$ cat src/rtl/npc_pkg.sv
package npc_pkg;

  typedef enum logic [2:0] {
    FLOW_SEQ  = 3'd0,
    FLOW_BEQ  = 3'd1,
    FLOW_BNE  = 3'd2,
    FLOW_JMP  = 3'd3,
    FLOW_JAL  = 3'd4,
    FLOW_JREG = 3'd5
  } flow_kind_e;

  localparam int unsigned LINK_IDX_W = 5;
  localparam logic [LINK_IDX_W-1:0] LINK_REG_IDX = 5'd31;

endpackage

$ cat src/rtl/npc_incr.sv
module npc_incr #(
  parameter int unsigned XLEN       = 32,
  parameter int unsigned INSN_BYTES = 4
) (
  input  logic [XLEN-1:0] pc_cur,
  output logic [XLEN-1:0] pc_plus
);
  localparam logic [XLEN-1:0] STEP = XLEN'(INSN_BYTES);

  // modulo 2^XLEN by width
  assign pc_plus = pc_cur + STEP;
endmodule

$ cat src/rtl/npc_targets.sv
module npc_targets #(
  parameter int unsigned XLEN  = 32,
  parameter int unsigned BR_W  = 16,
  parameter int unsigned JMP_W = 26
) (
  input  logic [XLEN-1:0]  pc_plus,
  input  logic [BR_W-1:0]  br_imm,
  input  logic [JMP_W-1:0] jmp_field,
  input  logic [XLEN-1:0]  ind_target,
  output logic [XLEN-1:0]  br_tgt,
  output logic [XLEN-1:0]  jmp_tgt,
  output logic [XLEN-1:0]  ind_tgt,
  output logic             ind_bad
);
  localparam int unsigned SHIFT    = 2;
  localparam int unsigned EXT_W    = XLEN - BR_W - SHIFT;
  localparam int unsigned REGION_W = XLEN - JMP_W - SHIFT;

  logic [XLEN-1:0] br_off;

  // sign-extended word offset turned into bytes
  assign br_off = {{EXT_W{br_imm[BR_W-1]}}, br_imm, {SHIFT{1'b0}}};
  assign br_tgt = pc_plus + br_off;

  generate
    if (REGION_W > 0) begin : g_region
      assign jmp_tgt = {pc_plus[XLEN-1 -: REGION_W], jmp_field, {SHIFT{1'b0}}};
    end else begin : g_flat
      assign jmp_tgt = {jmp_field, {SHIFT{1'b0}}};
    end
  endgenerate

  assign ind_tgt = {ind_target[XLEN-1:SHIFT], {SHIFT{1'b0}}};
  assign ind_bad = |ind_target[SHIFT-1:0];
endmodule

$ cat src/rtl/npc_select.sv
module npc_select
  import npc_pkg::*;
#(
  parameter int unsigned XLEN = 32
) (
  input  flow_kind_e       flow,
  input  logic             step_en,
  input  logic [XLEN-1:0]  cmp_a,
  input  logic [XLEN-1:0]  cmp_b,
  input  logic [XLEN-1:0]  pc_plus,
  input  logic [XLEN-1:0]  br_tgt,
  input  logic [XLEN-1:0]  jmp_tgt,
  input  logic [XLEN-1:0]  ind_tgt,
  input  logic             ind_bad,
  output logic [XLEN-1:0]  pc_next,
  output logic             link_we,
  output logic             misalign
);
  logic same;
  assign same = (cmp_a == cmp_b);

  always_comb begin
    pc_next  = pc_plus;
    link_we  = 1'b0;
    misalign = 1'b0;
    case (flow)
      FLOW_BEQ:  if (same)  pc_next = br_tgt;
      FLOW_BNE:  if (!same) pc_next = br_tgt;
      FLOW_JMP:  pc_next = jmp_tgt;
      FLOW_JAL: begin
        pc_next = jmp_tgt;
        link_we = step_en;
      end
      FLOW_JREG: begin
        pc_next  = ind_tgt;
        misalign = ind_bad;
      end
      default:   pc_next = pc_plus;
    endcase
  end
endmodule

$ cat src/rtl/pc_sequencer.sv
module pc_sequencer
  import npc_pkg::*;
#(
  parameter int unsigned XLEN      = 32,
  parameter int unsigned BR_W      = 16,
  parameter int unsigned JMP_W     = 26,
  parameter logic [31:0] RESET_VEC = 32'h0000_1000
) (
  input  logic                  clk,
  input  logic                  rst,
  input  logic                  step_en,
  input  logic [2:0]            flow_kind,
  input  logic [BR_W-1:0]       br_imm,
  input  logic [JMP_W-1:0]      jmp_field,
  input  logic [XLEN-1:0]       ind_target,
  input  logic [XLEN-1:0]       cmp_a,
  input  logic [XLEN-1:0]       cmp_b,
  output logic [XLEN-1:0]       pc_q,
  output logic [XLEN-1:0]       pc_next,
  output logic [XLEN-1:0]       link_addr,
  output logic [LINK_IDX_W-1:0] link_dest,
  output logic                  link_we,
  output logic                  ind_misalign
);
  localparam int unsigned   REGION_W  = XLEN - JMP_W - 2;
  localparam logic [XLEN-1:0] RST_ALIGN = XLEN'(RESET_VEC) & ~XLEN'(3);

  flow_kind_e      flow;
  logic [XLEN-1:0] pc_plus, br_tgt, jmp_tgt, ind_tgt;
  logic            ind_bad;

  assign flow = flow_kind_e'(flow_kind);

  npc_incr #(.XLEN(XLEN), .INSN_BYTES(4)) u_incr (
    .pc_cur (pc_q),
    .pc_plus(pc_plus)
  );

  npc_targets #(.XLEN(XLEN), .BR_W(BR_W), .JMP_W(JMP_W)) u_tgt (
    .pc_plus   (pc_plus),
    .br_imm    (br_imm),
    .jmp_field (jmp_field),
    .ind_target(ind_target),
    .br_tgt    (br_tgt),
    .jmp_tgt   (jmp_tgt),
    .ind_tgt   (ind_tgt),
    .ind_bad   (ind_bad)
  );

  npc_select #(.XLEN(XLEN)) u_sel (
    .flow    (flow),
    .step_en (step_en),
    .cmp_a   (cmp_a),
    .cmp_b   (cmp_b),
    .pc_plus (pc_plus),
    .br_tgt  (br_tgt),
    .jmp_tgt (jmp_tgt),
    .ind_tgt (ind_tgt),
    .ind_bad (ind_bad),
    .pc_next (pc_next),
    .link_we (link_we),
    .misalign(ind_misalign)
  );

  always_ff @(posedge clk) begin
    if (rst)          pc_q <= RST_ALIGN;
    else if (step_en) pc_q <= pc_next;
  end

  assign link_addr = pc_plus;
  assign link_dest = LINK_REG_IDX;


  reset_vec_chk: assert property (@(posedge clk)
    rst |=> pc_q == RST_ALIGN);


  hold_pc_chk: assert property (@(posedge clk) disable iff (rst)
    !step_en |=> $stable(pc_q));


  seq_step_chk: assert property (@(posedge clk) disable iff (rst)
    (step_en && flow_kind == 3'd0) |=> pc_q == $past(pc_q) + 32'd4);


  jmp_region_chk: assert property (@(posedge clk) disable iff (rst)
    (step_en && flow_kind == 3'd3) |=>
      (pc_q[XLEN-1 -: REGION_W] == $past(pc_plus[XLEN-1 -: REGION_W]) && pc_q[1:0] == 2'b00));


  link_addr_chk: assert property (@(posedge clk) disable iff (rst)
    link_we |-> (link_addr == pc_q + 32'd4 && link_dest == 5'd31));


  link_only_call_chk: assert property (@(posedge clk) disable iff (rst)
    link_we |-> (flow_kind == 3'd4 && step_en));


  misalign_only_jreg_chk: assert property (@(posedge clk) disable iff (rst)
    ind_misalign |-> flow_kind == 3'd5);
endmodule

$ cat config.mk
export PLATFORM = sky130hd
export DESIGN_NAME = pc_sequencer
export DESIGN_NICKNAME = d
export VERILOG_FILES = /design/src/rtl/npc_pkg.sv /design/src/rtl/npc_incr.sv /design/src/rtl/npc_targets.sv /design/src/rtl/npc_select.sv /design/src/rtl/pc_sequencer.sv
export SDC_FILE = /design/constraint.sdc
export NUM_CORES = 1
export LEC_CHECK = 0
export CORE_ASPECT_RATIO = 1.25
export CORE_MARGIN = 2
export CORE_UTILIZATION = 30
export CTS_BUF_LIST = sky130_fd_sc_hd__clkbuf_4 sky130_fd_sc_hd__clkbuf_8
export CTS_CLUSTER_SIZE = 12
export DETAILED_ROUTE_END_ITERATION = 8
export PLACE_DENSITY = 0.71
export SYNTH_ARGS = -nofsm -noshare
export SYNTH_HDL_FRONTEND = slang
export SYNTH_SLANG_ARGS = --single-unit
$ cat constraint.sdc
create_clock -name clk -period 10.22 [get_ports clk]
set_input_delay 3.066 -clock clk [delete_from_list [all_inputs] [get_ports clk]]
set_output_delay 3.066 -clock clk [all_outputs]
set_load 0.02 [all_outputs]
==> results of run 1 <==
-- where the power goes --
| group | leakage, nW | switching, mW | internal [mW] |
|---|---|---|---|
| registers | 0.264 | 0.0163 | 0.134 |
| clock network | 0.0586 | 0.0587 | 0.0752 |
| logic | 2.63 | 0.213 | 0.190 |
-- Yosys cell counts, drive strengths merged, types with 11 or more instances --
library cell / number / area share
a21oi: 38 / 0.040
a222oi: 15 / 0.032
a311oi: 16 / 0.030
and2: 11 / 0.015
clkbuf: 27 / 0.022
dfxtp: 32 / 0.14
ha: 35 / 0.093
inv: 21 / 0.017
mux2i: 11 / 0.023
nand2: 71 / 0.057
nand3: 22 / 0.023
nand4: 19 / 0.025
nor2: 85 / 0.068
o21a: 19 / 0.030
o21ai: 30 / 0.033
xnor2: 25 / 0.047
xor2: 52 / 0.097
-- layout by cell type (no fill, tap or decap), types with 4 or more instances in the layout --
cell / synthesis / layout
clkdlybuf4s50_1: 0 / 241
nor2_1: 85 / 85
nand2_1: 71 / 71
xor2_1: 52 / 52
a21oi_1: 38 / 38
ha_1: 35 / 35
dfxtp_1: 32 / 32
o21ai_0: 29 / 29
xnor2_1: 25 / 25
nand3_1: 22 / 22
inv_1: 21 / 21
o21a_1: 19 / 19
nand4_1: 19 / 19
a311oi_1: 16 / 16
a222oi_1: 15 / 15
mux2i_1: 11 / 11
and2_1: 10 / 10
nor4_1: 10 / 10
nor3_1: 10 / 10
a21o_1: 9 / 9
a31oi_1: 9 / 9
buf_4: 7 / 9
and3_1: 8 / 8
a211oi_1: 7 / 7
nand2b_1: 5 / 5
o211ai_1: 5 / 5
a41oi_1: 5 / 5
conb_1: 1 / 5
clkbuf_8: 0 / 5
nor2b_1: 4 / 4
a22oi_1: 4 / 4
a22o_1: 4 / 4
-- worst max-delay path: stages --
cell and delay (ns):
clkdlybuf4s50_1 0.41, ha_1 0.23, inv_1 0.08, fa_1 0.18, nor2b_1 0.07, o31ai_1 0.43, a21oi_1 0.24, o31ai_1 0.50
nand2_1 0.20, a31oi_1 0.24, mux2i_1 0.28, nand2_1 0.11, clkdlybuf4s50_1 0.57
-- cell type report --
type | instances | area [sq um]
clock inverters | 2 | 35.0
flip-flops and latches | 32 | 641
repair buffers | 250 | 2480
well taps | 212 | 265
multi-input cells | 575 | 3820
fillers | 1589 | 8040
inverters | 22 | 82.6
clock buffers | 6 | 76.3
-- logic make-up after synthesis --
| family | synth area share |
|---|---|
| xor gates and xnor gates | 0.143 |
| muxes | 0.0266 |
| AOI/OAI and AO/OA | 0.293 |
| buffers and inverters | 0.0561 |
| adders and majority gates | 0.0974 |
| DFF | 0.136 |
| other | 0.000797 |
| and+or+nand+nor | 0.247 |
-- metal layers --
metal / up-vias / global-route usage / share of wire / wire, microns
li1: 2896 / - / - / -
met1: 2759 / 0.301 / 0.41 / 8720
met2: 260 / 0.413 / 0.49 / 10300
met3: 32 / 0.0444 / 0.076 / 1610
met4: 0 / 0.0739 / 0.023 / 489
met5: - / 0 / 0 / 0
-- worst paths after layout --
kind              cells past startpoint          end       from
setup / recovery                     13  pc_next[28]  br_imm[0]
hold / removal                        1      pc_q[1]    pc_q[1]
setup reg to reg                     12     pc_q[30]    pc_q[2]
hold reg to reg                       1      pc_q[1]    pc_q[1]
==> run metrics, run 1 <==
DR pass1 iterations 7; All-Layer GR Usage 0.240; FP Rows 51; placeable core area 0.0154 sq mm; gr ovfl total 0; largest net degree at the start of global routing 43; PnR worst setup slack 0.548 ns; hold buffers post-CTS 0; wire per inst 19.2 microns; Routed Antenna Nets 0; WP data arrival 6.61 ns; slew margin rel. 0.313; fin nets 1066; status complete, no violations; CTS Buf Count 5; vias in the first global route 5591; CP Launch Type input pin; max_cap viols 0; Worst Path Required 7.15 ns; Vias/cell 5.41; Clock Root Buffer clkbuf_8; Post-DP Area 0.00729 sq mm; final hold vios 0; Post-CTS Resized 0; type of destination of the critical path output port; Max Clock Skew 0.00944 ns; die area 0.0167 sq mm; type of the tightest min-delay check flop to flop; Setup violations, final 0; layout cells sized above 1 0.0271; Setup CP Type input pin to output port; synthesis-to-finish area growth 57.3%; global-route wire length before repair 30800 microns; RSZ-0062 raised after global routing false; count of cell types in the netlist 61; Die Y-Extent 144 microns; synthesized area 0.00470 sq mm; diode count 0; placer congestion estimate 0.917; initial antenna violation count 0; Tot Pwr 687 uW; maximum root-to-sink buffer count 2; Clock Latency Late Sink 0.30 ns; Pwr per Cell Area 92.9 mW/mm^2; post-synthesis register bit count 32; maximum vdd drop 0.0000475 V; minimum clock period 9.67 ns; dpl hpwl 16600 microns; 1st-iter DRT viols 398; final hold slack 0.528 ns; via count 5947; slack of the worst reg-to-reg path 5.53 ns; Pleak 2.95 nW; Post-synth EDFFs 0; register with the most flip-flops pc_q; Top FF cell, synth dfxtp_1; post-layout util 0.479; Seq/Total Area, Yosys 0.136; cell area after layout 0.00740 sq mm; Post-Syn Area per Cell 7.10 sq um; # IOs 247; Total Wirelength 21100 microns; Worst-path clk slew 0.07 ns; Tcrit/Tclk final 0.946; IO buf count 241; Setup TNS 0 ns; Post-CTS Setup Inserts 0; ys async rst share 0; Regs by FF count pc_q x32; CTS sink cnt 32; CTS H-tree lvls 2; Cells after Synth 662; max-slew violation count 0; Max Freq 103 MHz; fin cells 1099; worst slack, placed 0.652 ns; DRC Markers 0; CP max FO 3; number of flip-flops in the largest register 32; yosys warns 0; initial core utilization 0.305; CTS tree yes; dpl cells 1091; die width 116 microns; Worst Tran Pin Value 1.02 ns
Power figures use the tool's default switching activity.
==> run 2, diff against run 1 <==
--- a/config.mk
+++ b/config.mk
@@ -11,7 +11,8 @@
 export CTS_BUF_LIST = sky130_fd_sc_hd__clkbuf_4 sky130_fd_sc_hd__clkbuf_8
 export CTS_CLUSTER_SIZE = 12
 export DETAILED_ROUTE_END_ITERATION = 8
-export PLACE_DENSITY = 0.71
+export PLACE_DENSITY = 0.66
 export SYNTH_ARGS = -nofsm -noshare
 export SYNTH_HDL_FRONTEND = slang
+export SYNTH_HIERARCHICAL = 1
 export SYNTH_SLANG_ARGS = --single-unit
==> run metrics, run 2 <==
status complete, no violations; hold buffers post-CTS 0 (unchanged); Pwr per Cell Area 92.9 mW/mm^2 (about the same); fin cells 1216 (+11%); Setup TNS 0 ns (unchanged); RSZ-0062 raised after global routing false; # IOs 247 (unchanged); maximum root-to-sink buffer count 2 (unchanged); via count 6534 (+9.9%); WP buf/inv 4 (+1); DRC Markers 0 (unchanged); global-route wire length before repair 36100 microns (+17%); synthesized area 0.00612 sq mm (+30%); max-slew violation count 0 (unchanged); Worst-path clk slew 0.07 ns (about the same); CTS Buf Count 5 (unchanged); Post-CTS Resized 0 (unchanged); register with the most flip-flops pc_q; FP Rows 58 (+14%); final hold vios 0 (unchanged); CP Launch Type input pin; commonest cells after routing, fill and taps aside clkdlybuf4s50_1, nor2_1, a21oi_1, xnor2_1, mux2i_1; initial antenna violation count 1 (+1); CP max FO 3 (unchanged); Post-synth EDFFs 0 (unchanged); Synth area leaders mux2i_1, dfxtp_1, xnor2_1; All-Layer GR Usage 0.212 (-0.0276); layout cells sized above 1 0.0634 (+0.0364); GR peak layer met2; count leader, synth nor2_1; Seq/Total Area, Yosys 0.105 (-0.0315); gr ovfl total 0 (unchanged); CTS H-tree lvls 2 (unchanged); post-synthesis register bit count 32 (unchanged); M3 GR Usage 0.0515 (+0.00712); Pleak 3.21 nW (+8.7%); initial core utilization 0.304 (about the same); type of the tightest min-delay check flop to flop; number of flip-flops in the largest register 32 (unchanged); placer congestion estimate 0.974 (+6.3%); CTS sink cnt 32 (unchanged); Clock Root Buffer clkbuf_8; Post-Syn Area per Cell 7.65 sq um (+7.7%); Worst Path Required 7.15 ns (about the same); IO buf count 241 (unchanged); minimum clock period 9.94 ns (+0.271 ns); Clock Latency Late Sink 0.31 ns (about the same); ys async rst share 0 (unchanged); post-synth top area share 0.106 (-0.0299); CTS tree yes; dpl cells 1208 (+11%); routing usage on met1 0.243 (-0.0578); Slowest cell on crit path clkdlybuf4s50_1; Tcrit/Tclk final 0.973 (+0.0265); WP data arrival 6.88 ns (+0.27 ns); Routed Antenna Nets 0 (unchanged); Total Wirelength 23500 microns (+11%); die width 132 microns (+14%); yosys warns 6 (+6); multi-input logic area 0.00462 sq mm (+21%); Commonest cells post-synth nor2_1, a21oi_1, buf_4, xnor2_1, mux2i_1; type of destination of the critical path output port; Post-CTS Setup Inserts 0 (unchanged); diode count 0 (unchanged); # fillers 2100 (+32%); Setup violations, final 0 (unchanged); max_cap viols 0 (unchanged); DR pass1 iterations 5 (-2); vias in the first global route 6325 (+13%); Crit path largest cell delay 0.55 ns (-0.02 ns); Cells after Synth 800 (+21%); slew margin rel. 0.493 (+0.181); synthesis-to-finish area growth 35.2%; crit-path most repeated cell clkdlybuf4s50_1; Tot Pwr 769 uW (+12%); CP Cell Sequence clkdlybuf4s50_1, ha_1, inv_1, fa_1, nand2b_1, a2111oi_4, o21ai_2, a21oi_2, buf_4, o211ai_1, a2111oi_2, o22ai_1, a221o_1, clkdlybuf4s50_1; Setup CP Type input pin to output port; family with the most delay on the worst path compound AO/OA/AOI/OAI gates; largest net degree at the start of global routing 65 (+51%); Vias/cell 5.37 (-0.70%); placeable core area 0.0201 sq mm (+30%); Max Clock Skew 0.0151 ns (+0.00569 ns); GR Util met2 0.390 (-0.0228); 1st-iter DRT viols 430 (+8.0%); Worst Tran Pin Value 0.755 ns (-0.268 ns); maximum vdd drop 0.0000657 V (+38%); commonest non-fill, non-tap cell in the layout clkdlybuf4s50_1; wire per inst 19.3 microns (+0.54%); largest area contributor in the netlist mux2i_1; Top FF cell, synth dfxtp_1; Max Freq 101 MHz (-2.7%); Die Y-Extent 164 microns (+14%); Regs by FF count pc_q x32; die area 0.0216 sq mm (+29%); dpl hpwl 18700 microns (+12%); Sequential cell area 641 sq um (unchanged); fin nets 1120 (+5.1%); count of cell types in the netlist 74 (+21%)
==> run 2: cell count changes after synthesis, sizes merged, moves of 16 or more <==
cell / previous run / this run
nand2: 71 / 23
xor2: 52 / 12
a21oi: 38 / 91
xnor2: 25 / 72
a221oi: 1 / 33
a311oi: 16 / 0
a221o: 3 / 31
buf: 10 / 91
mux2i: 11 / 66
==> run 2: through the flow <==
stage	hold WS [ns]	instance area, sq um	setup WS [ns]	utilization
global route	0.609	8270	0.121	0.412
finish	0.579	8270	0.277	0.412
detailed placement	0.563	8150	0.215	0.405
CTS	0.576	8270	0.220	0.412
global placement	0.549	8150	0.272	0.405
floorplan	0.595	6150	1.47	-
==> run 2: area by class of cell <==
type / instances / share of cell area
clock buffer: 7 / 0.0116
clock inverter: 1 / 0.00363
timing repair buffer: 255 / 0.302
multi-input combinational: 636 / 0.558
sequential: 32 / 0.0774
inverter: 15 / 0.00680
tap: 270 / 0.0408
==> run 2: cells by family after synthesis <==
logic type               share of synthesized area
AO/OA/AOI/OAI                                0.280
XOR/XNOR                                     0.120
adder cells (fa/ha/maj)                     0.0646
buffers and inverters                        0.149
flip-flops                                   0.105
multiplexers                                 0.110
other                                      0.00123
AND/OR/NAND/NOR                              0.170
==> run 2: path summary, 6_finish.rpt <==
path,start,to,slack (ns),depth (start not counted)
setup / recovery,br_imm[0],pc_next[28],0.28,14
hold / removal,pc_q[29],pc_q[29],0.58,2
setup reg to reg,pc_q[2],pc_q[27],5.35,16
hold reg to reg,pc_q[29],pc_q[29],0.58,2
==> run 2: routing by layer <==
| metal | vias up | part of all wire |
|---|---|---|
| li1 | 3175 | - |
| met1 | 3056 | 0.40 |
| met2 | 263 | 0.51 |
| met3 | 40 | 0.069 |
| met4 | 0 | 0.027 |
| met5 | - | 0 |
==> run 2: worst min-delay path: stages, from the launching register on <==
cell and delay, ns:
dfxtp_1 0.35, mux2i_1 0.13, nor2_1 0.05
==> run 2: power breakdown <==
part	switching (mW)	leakage, nW	total [mW]	internal, mW
clock network	0.0588	0.0645	0.145	0.0862
registers	0.0175	0.263	0.152	0.135
logic	0.248	2.88	0.471	0.223
==> run 3, diff against run 2 <==
--- a/config.mk
+++ b/config.mk
@@ -5,6 +5,7 @@
 export SDC_FILE = /design/constraint.sdc
 export NUM_CORES = 1
 export LEC_CHECK = 0
+export ABC_CLOCK_PERIOD_IN_PS = 10220
 export CORE_ASPECT_RATIO = 1.25
 export CORE_MARGIN = 2
 export CORE_UTILIZATION = 30
==> results of run 3 <==
Final layout, timing and power as in run 2 (identical DEF).
